## src/rtl/cap_channel.sv

```systemverilog
module cap_channel #(
  parameter int CW = 16
) (
  input  logic          clk,
  input  logic          rst_n,
  input  logic          pin_own,
  input  logic          pin_alt,
  input  logic          src_sel,
  input  logic [3:0]    flt_cfg,
  input  logic          edge_neg,
  input  logic [1:0]    div_cfg,
  input  logic          chan_en,
  input  logic          sw_trig,
  input  logic          irq_en,
  input  logic          dma_en,
  input  logic          rd_cap,
  input  logic          ovr_clr,
  input  logic [CW-1:0] cnt_in,
  output logic [CW-1:0] cap_val,
  output logic          cap_flag,
  output logic          ovr_flag,
  output logic          irq_req,
  output logic          dma_req
);
  localparam int RUNW = 5;

  logic [1:0]      sync;
  logic            lvl, lvl_q;
  logic [RUNW-1:0] run, need;
  logic [2:0]      evc, lim;
  logic            hit, div_hit, fire;

  wire raw = src_sel ? pin_alt : pin_own;

  always_ff @(posedge clk or negedge rst_n)
    if (!rst_n) sync <= '0;
    else        sync <= {sync[0], raw};

  always_comb begin
    if (flt_cfg >= 4'd4) need = RUNW'(16);
    else                 need = RUNW'(1) << flt_cfg[1:0];
  end

  always_ff @(posedge clk or negedge rst_n)
    if (!rst_n) begin
      lvl <= 1'b0;
      run <= '0;
    end else if (sync[1] == lvl) begin
      run <= '0;
    end else if (RUNW'(run + 1'b1) >= need) begin
      lvl <= sync[1];
      run <= '0;
    end else begin
      run <= RUNW'(run + 1'b1);
    end

  always_ff @(posedge clk or negedge rst_n)
    if (!rst_n) lvl_q <= 1'b0;
    else        lvl_q <= lvl;

  assign hit = edge_neg ? (lvl_q & ~lvl) : (lvl & ~lvl_q);

  always_comb
    case (div_cfg)
      2'd0:    lim = 3'd0;
      2'd1:    lim = 3'd1;
      2'd2:    lim = 3'd3;
      default: lim = 3'd7;
    endcase

  assign div_hit = hit && (evc == lim);

  always_ff @(posedge clk or negedge rst_n)
    if (!rst_n)        evc <= '0;
    else if (!chan_en) evc <= '0;
    else if (hit)      evc <= div_hit ? 3'd0 : evc + 3'd1;

  assign fire = chan_en & (div_hit | sw_trig);

  always_ff @(posedge clk or negedge rst_n)
    if (!rst_n) begin
      cap_val  <= '0;
      cap_flag <= 1'b0;
      ovr_flag <= 1'b0;
    end else begin
      if (fire) cap_val <= cnt_in;
      cap_flag <= fire | (cap_flag & ~rd_cap);
      ovr_flag <= (fire & cap_flag) | (ovr_flag & ~ovr_clr);
    end

  assign irq_req = cap_flag & irq_en;
  assign dma_req = cap_flag & dma_en;
endmodule

```

## config.mk

```make
export PLATFORM = sky130hd
export DESIGN_NAME = cap_channel
export DESIGN_NICKNAME = d
export VERILOG_FILES = /design/src/rtl/cap_channel.sv
export SDC_FILE = /design/constraint.sdc
export NUM_CORES = 1
export LEC_CHECK = 0
export CAP_MARGIN = 40
export CORE_MARGIN = 4
export CORE_UTILIZATION = 30
export DETAILED_ROUTE_END_ITERATION = 8
export PLACE_DENSITY_LB_ADDON = 0.12
export RECOVER_POWER = 50
export SLEW_MARGIN = 20
export SYNTH_ARGS = -nofsm -noshare
export SYNTH_HDL_FRONTEND = slang
export SYNTH_SLANG_ARGS = --single-unit
```

## constraint.sdc

```tcl
create_clock -name clk -period 1.96 [get_ports clk]
set_input_delay 0.392 -clock clk [delete_from_list [all_inputs] [get_ports clk]]
set_output_delay 0.392 -clock clk [all_outputs]
set_load 0.05 [all_outputs]
```

# Word-level counts from Yosys, hierarchy flattened
# Index checks and enable logic that the tools add are counted.
[word_totals]
register_bits = 30
in_bits = 34
[op_classes]
add_sub_neg = 2
magnitude_cmp = 2
n_eq_ne = 5
shifts = 1
n_mux = 9
n_bitwise = 16
reduce_logical = 3
[op_table]
columns = ["op", "n"]
rows = [
  ["$mux W5", 3],
  ["$mux W3", 3],
  ["$pmux W3 S3", 1],
  ["$and A1 B1 Y1", 8],
  ["$add A5 B1 Y5 const B", 1],
  ["$ge A5 B5 Y1", 1],
  ["$not A1 Y1", 5],
  ["$shl A1 B2 Y5 const A", 1],
  ["$ge A4 B3 Y1 const B", 1],
  ["$add A3 B1 Y3 const B", 1],
  ["$eq A3 B3 Y1", 1],
  ["$or A1 B1 Y1", 3],
  ["$eq A2 B1 Y1 const B", 1],
  ["$eq A2 B2 Y1 const B", 1],
  ["$logic_not A2 Y1", 1],
  ["$mux W1", 2],
  ["$ne A2 B1 Y1 const B", 1],
  ["$reduce_and A2 Y1", 1],
  ["$eq A1 B1 Y1", 1],
  ["$logic_and A1 B1 Y1", 1],
]

# Logic depth before layout (Yosys ltp)
[depth]
word_depth = 8
depth_mapped = 7

# Least setup slack after synthesis
# No wires, ideal clock.
[synth_timing]
path_type = "register to register"
from = "reg evc[0]"
to = "reg cap_val[2]"
t_arrival_ps = 1719
path_slack_ps = 116
path_stages_with_launch = 6
period_less_slack_ps = 1844
path_cell_list = "dfrtp_1 or2_2 a2111oi_4 o31ai_4 buf_8 mux2_4"
[synth_via]
elab_chain_cells = 4
[synth_rtl]
columns = ["item", "line_no", "text"]
rows = [
  ["start, declared", "30", "logic [2:0] evc, lim;"],
  ["start signal, assigned", "76", "else if (hit) evc <= div_hit ? 3'd0 : evc + 3'd1;"],
  ["$eq A3 B3 Y1", "71", "assign div_hit = hit && (evc == lim);"],
  ["$logic_and A1 B1 Y1", "71", ""],
  ["$or A1 B1 Y1", "78", "assign fire = chan_en & (div_hit | sw_trig);"],
  ["$and A1 B1 Y1", "78", ""],
  ["end signal, assigned", "86", "if (fire) cap_val <= cnt_in;"],
  ["end, declared", "19", "output logic [CW-1:0] cap_val,"],
]
# No other way between the ends.
# A chain may end at the register's enable or synchronous reset.

# Worst setup path after layout
[layout_timing]
from = "reg run[0]"
to = "reg lvl"
[layout_via]
elab_chain_cells = 3
[layout_rtl]
columns = ["item", "line_no", "text"]
rows = [
  ["start, declared", "29", "logic [RUNW-1:0] run, need;"],
  ["start signal, assigned", "54", "run <= RUNW'(run + 1'b1);"],
  ["$add A5 B1 Y5", "50", "end else if (RUNW'(run + 1'b1) >= need) begin"],
  ["$ge A5 B5 Y1", "50", ""],
  ["$reduce_and A2 Y1 (no line)", "-", ""],
  ["end signal, assigned", "51", "lvl <= sync[1];"],
  ["end, declared", "28", "logic lvl, lvl_q;"],
]
# No other way between the ends.

==> flow_summary.json <==
{
  "synth_edf_count": 0,
  "gr-total-overflow": 0,
  "ys.warnings.count": 0,
  "rows": 25,
  "fmax_ghz": 0.525,
  "hold_viol": 0,
  "fp.coreArea_um2": 4750,
  "vdd_ir_drop_max_mv": 0.646,
  "synth_top_area_share_pct": 50.3,
  "fin_crit_ps": 1900,
  "postLayoutSetupSlackWorst_ps": 56.2,
  "intPower_mw": 1.85,
  "synthesis.instances": 116,
  "cts-root-buf": "clkbuf_8",
  "syn_to_final_growth_pct": 63.2,
  "fin_setup_tns_ps": 0,
  "yosys-top-cells-area": "dfrtp_1 (50%), mux2_4 (8.1%), mux2_2 (6.8%), ha_1 (5.9%), xnor2_1 (2.3%)",
  "antenna_found_initial": 0,
  "grt_pass1_vias": 1296,
  "cts_buffer_depth": 2,
  "dpl_worst_slack_ps": -359,
  "grt_pass1_wl_um": 5890,
  "vias": 1195,
  "required_ps": 2170,
  "synth_seq_cells": 30,
  "syn_area_um2": 1490,
  "ys_types": 36,
  "arrival_ps": 2110,
  "syn_area_per_cell_um2": 12.9,
  "io_buffers": 53,
  "start_util_pct": 31.4,
  "synthTopCellsByCount": "dfrtp_1 (30), mux2_2 (9), mux2_4 (8), ha_1 (7)",
  "worst_slew_pin_slew_ps": 729,
  "min_path_type": "flop to flop",
  "nets": 234,
  "ant_nets": 0,
  "ys_seq_area_share_pct": 50.3,
  "first_iter_violations": 52,
  "async_flop_share_pct": 100,
  "final_layout_size_suffix_gt1_share_pct": 30.4,
  "finClkSkew_ps": 4.85,
  "gp_congestion": 0.769,
  "synth_largest_area_cell": "dfrtp_1",
  "cap_violations": 0,
  "syn_nets": 157,
  "seqPwrFrac_pct": 30.2,
  "clkSinkCount": 30,
  "finalPower_mw": 3.12,
  "grt_max_degree": 31,
  "ios": 54,
  "yosys.cell_count.top_type": "dfrtp_1",
  "track_usage_pct": 12.1,
  "clk_latency_ps": 270,
  "diodes": 0,
  "cts_tree": "built",
  "synth_top_flop_cell": "dfrtp_1",
  "htree_levels": 2,
  "die_w_um": 78.5,
  "drc_errors": 0,
  "die_area_um2": 6160,
  "max_slew_margin_pct": 51.4,
  "setup_viol": 0,
  "placedCellCount": 249,
  "numCtsBuffers": 5,
  "routedWlPerCell_um": 14.2,
  "crit_path_max_fanout": 4,
  "via_per_inst": 4.58,
  "instances_no_fill": 261,
  "cp-start-kind": "flop",
  "die-height_um": 78.5,
  "first_pass_iters": 4,
  "clkPwrFrac_pct": 16.0,
  "comb_power_share_pct": 53.8,
  "status": "finished, final reports clean",
  "sw_frac_of_total_pct": 40.8,
  "worstSetupPathType": "flop to flop",
  "min_period_over_period_pct": 97.1,
  "p_leak_nw": 1.09,
  "routed_wl_um": 3700,
  "end_kind": "flop",
  "powerDensity_nw_per_um2": 1280,
  "power.switching_mw": 1.27,
  "path_clk_slew_ps": 60,
  "finalMaxSlewViolations": 0,
  "hpwl_um": 2700
}
## area by class of cell
class,count,area [µm²]
clock inverter,1,5.00
tap,67,83.8
sequential,30,751
multi-input combinational,80,772
clock buffer,7,86.3
inverter,4,15.0
timing repair buffer,72,721
fill,430,2320
## flip-flops by register name, summed over array words and instances (netlist names)
signal and count:
cap_val 16, lvl_q 1, cap_flag 1, lvl 1
evc 3, run 5, sync 2, ovr_flag 1
## through the flow
step | cell area (µm²) | utilization, % | hold slack [ps]
final | 2430 | 51.2 | 352
after global routing | 2430 | 51.2 | 368
after CTS | 2330 | 48.9 | 358
after global placement | 2230 | 46.9 | 344
after floorplan | 1490 | - | 96.4
after detailed placement | 2230 | 46.9 | 336
## power groups by stage
stage	Combinational (mW)	Sequential [mW]	Clock, mW
final	1.68	0.942	0.498
after global routing	1.78	0.967	0.542
after CTS	1.67	0.945	0.516
after detailed placement	1.65	0.951	0
after global placement	1.62	0.940	0
after floorplan	0.489	1.47	0
## cells by family after synthesis
group	synth area share, %
AND/OR/NAND/NOR	15.0
XOR/XNOR	2.94
AO/OA/AOI/OAI	8.73
buffers and inverters	2.26
adder cells (fa/ha/maj)	5.87
multiplexers	14.8
flip-flops	50.3
## final timing paths
check                      startpoint       to  slack (ps)  depth (start not counted)
min reg2reg                   sync[0]  sync[1]         350                          0
min in group asynchronous       rst_n    lvl_q         710                          2
max in group asynchronous       rst_n   evc[1]         790                          2
min                           sync[0]  sync[1]         350                          0
max reg2reg                    run[0]      lvl          60                          7
max                            run[0]      lvl          60                          7
## worst max-delay path, stage by stage, from the launching register on
cell and delay [ps]:
dfrtp_1 390, ha_2 210, nand3_2 100, xnor2_2 180, ha_4 290, and2_1 140
or3b_2 440, nand3_1 90
## what timing repair did
action | in CTS | in global routing
cloned | 0 | 1
hold buffers | 0 | 0
endpoints found under the setup margin | 16 | 21
setup buffers | 0 | 3
pin swaps | 2 | 7
resized for setup | 2 | 14
## placed cells by master, fill, tap and decap left out, types with 2 or more instances in the layout
cell / instances
buf_12: 3
ha_1: 4
nor3b_1: 3
o22ai_1: 3
xnor2_2: 2
dlymetal6s2s_1: 4
nor2_1: 3
and2_0: 2
dfrtp_1: 30
xnor2_1: 2
mux2_2: 8
o21ai_0: 2
nand3b_1: 3
clkbuf_1: 4
clkbuf_8: 6
buf_4: 13
or2_2: 2
nor2b_1: 3
mux2_4: 8
nand2b_1: 2
inv_1: 4
clkdlybuf4s50_1: 45
ha_4: 2
nand2_1: 5
nand3_1: 4
## per-layer routing
layer | up-vias | GRT usage (%) | part of all wire (%)
li1 | 569 | - | -
met1 | 583 | 13.5 | 40
met2 | 36 | 21.1 | 52
met3 | 7 | 4.82 | 6.2
met4 | 0 | 3.67 | 1.2
met5 | - | 0 | 0
No activity file was read; power rests on OpenSTA's default activity.
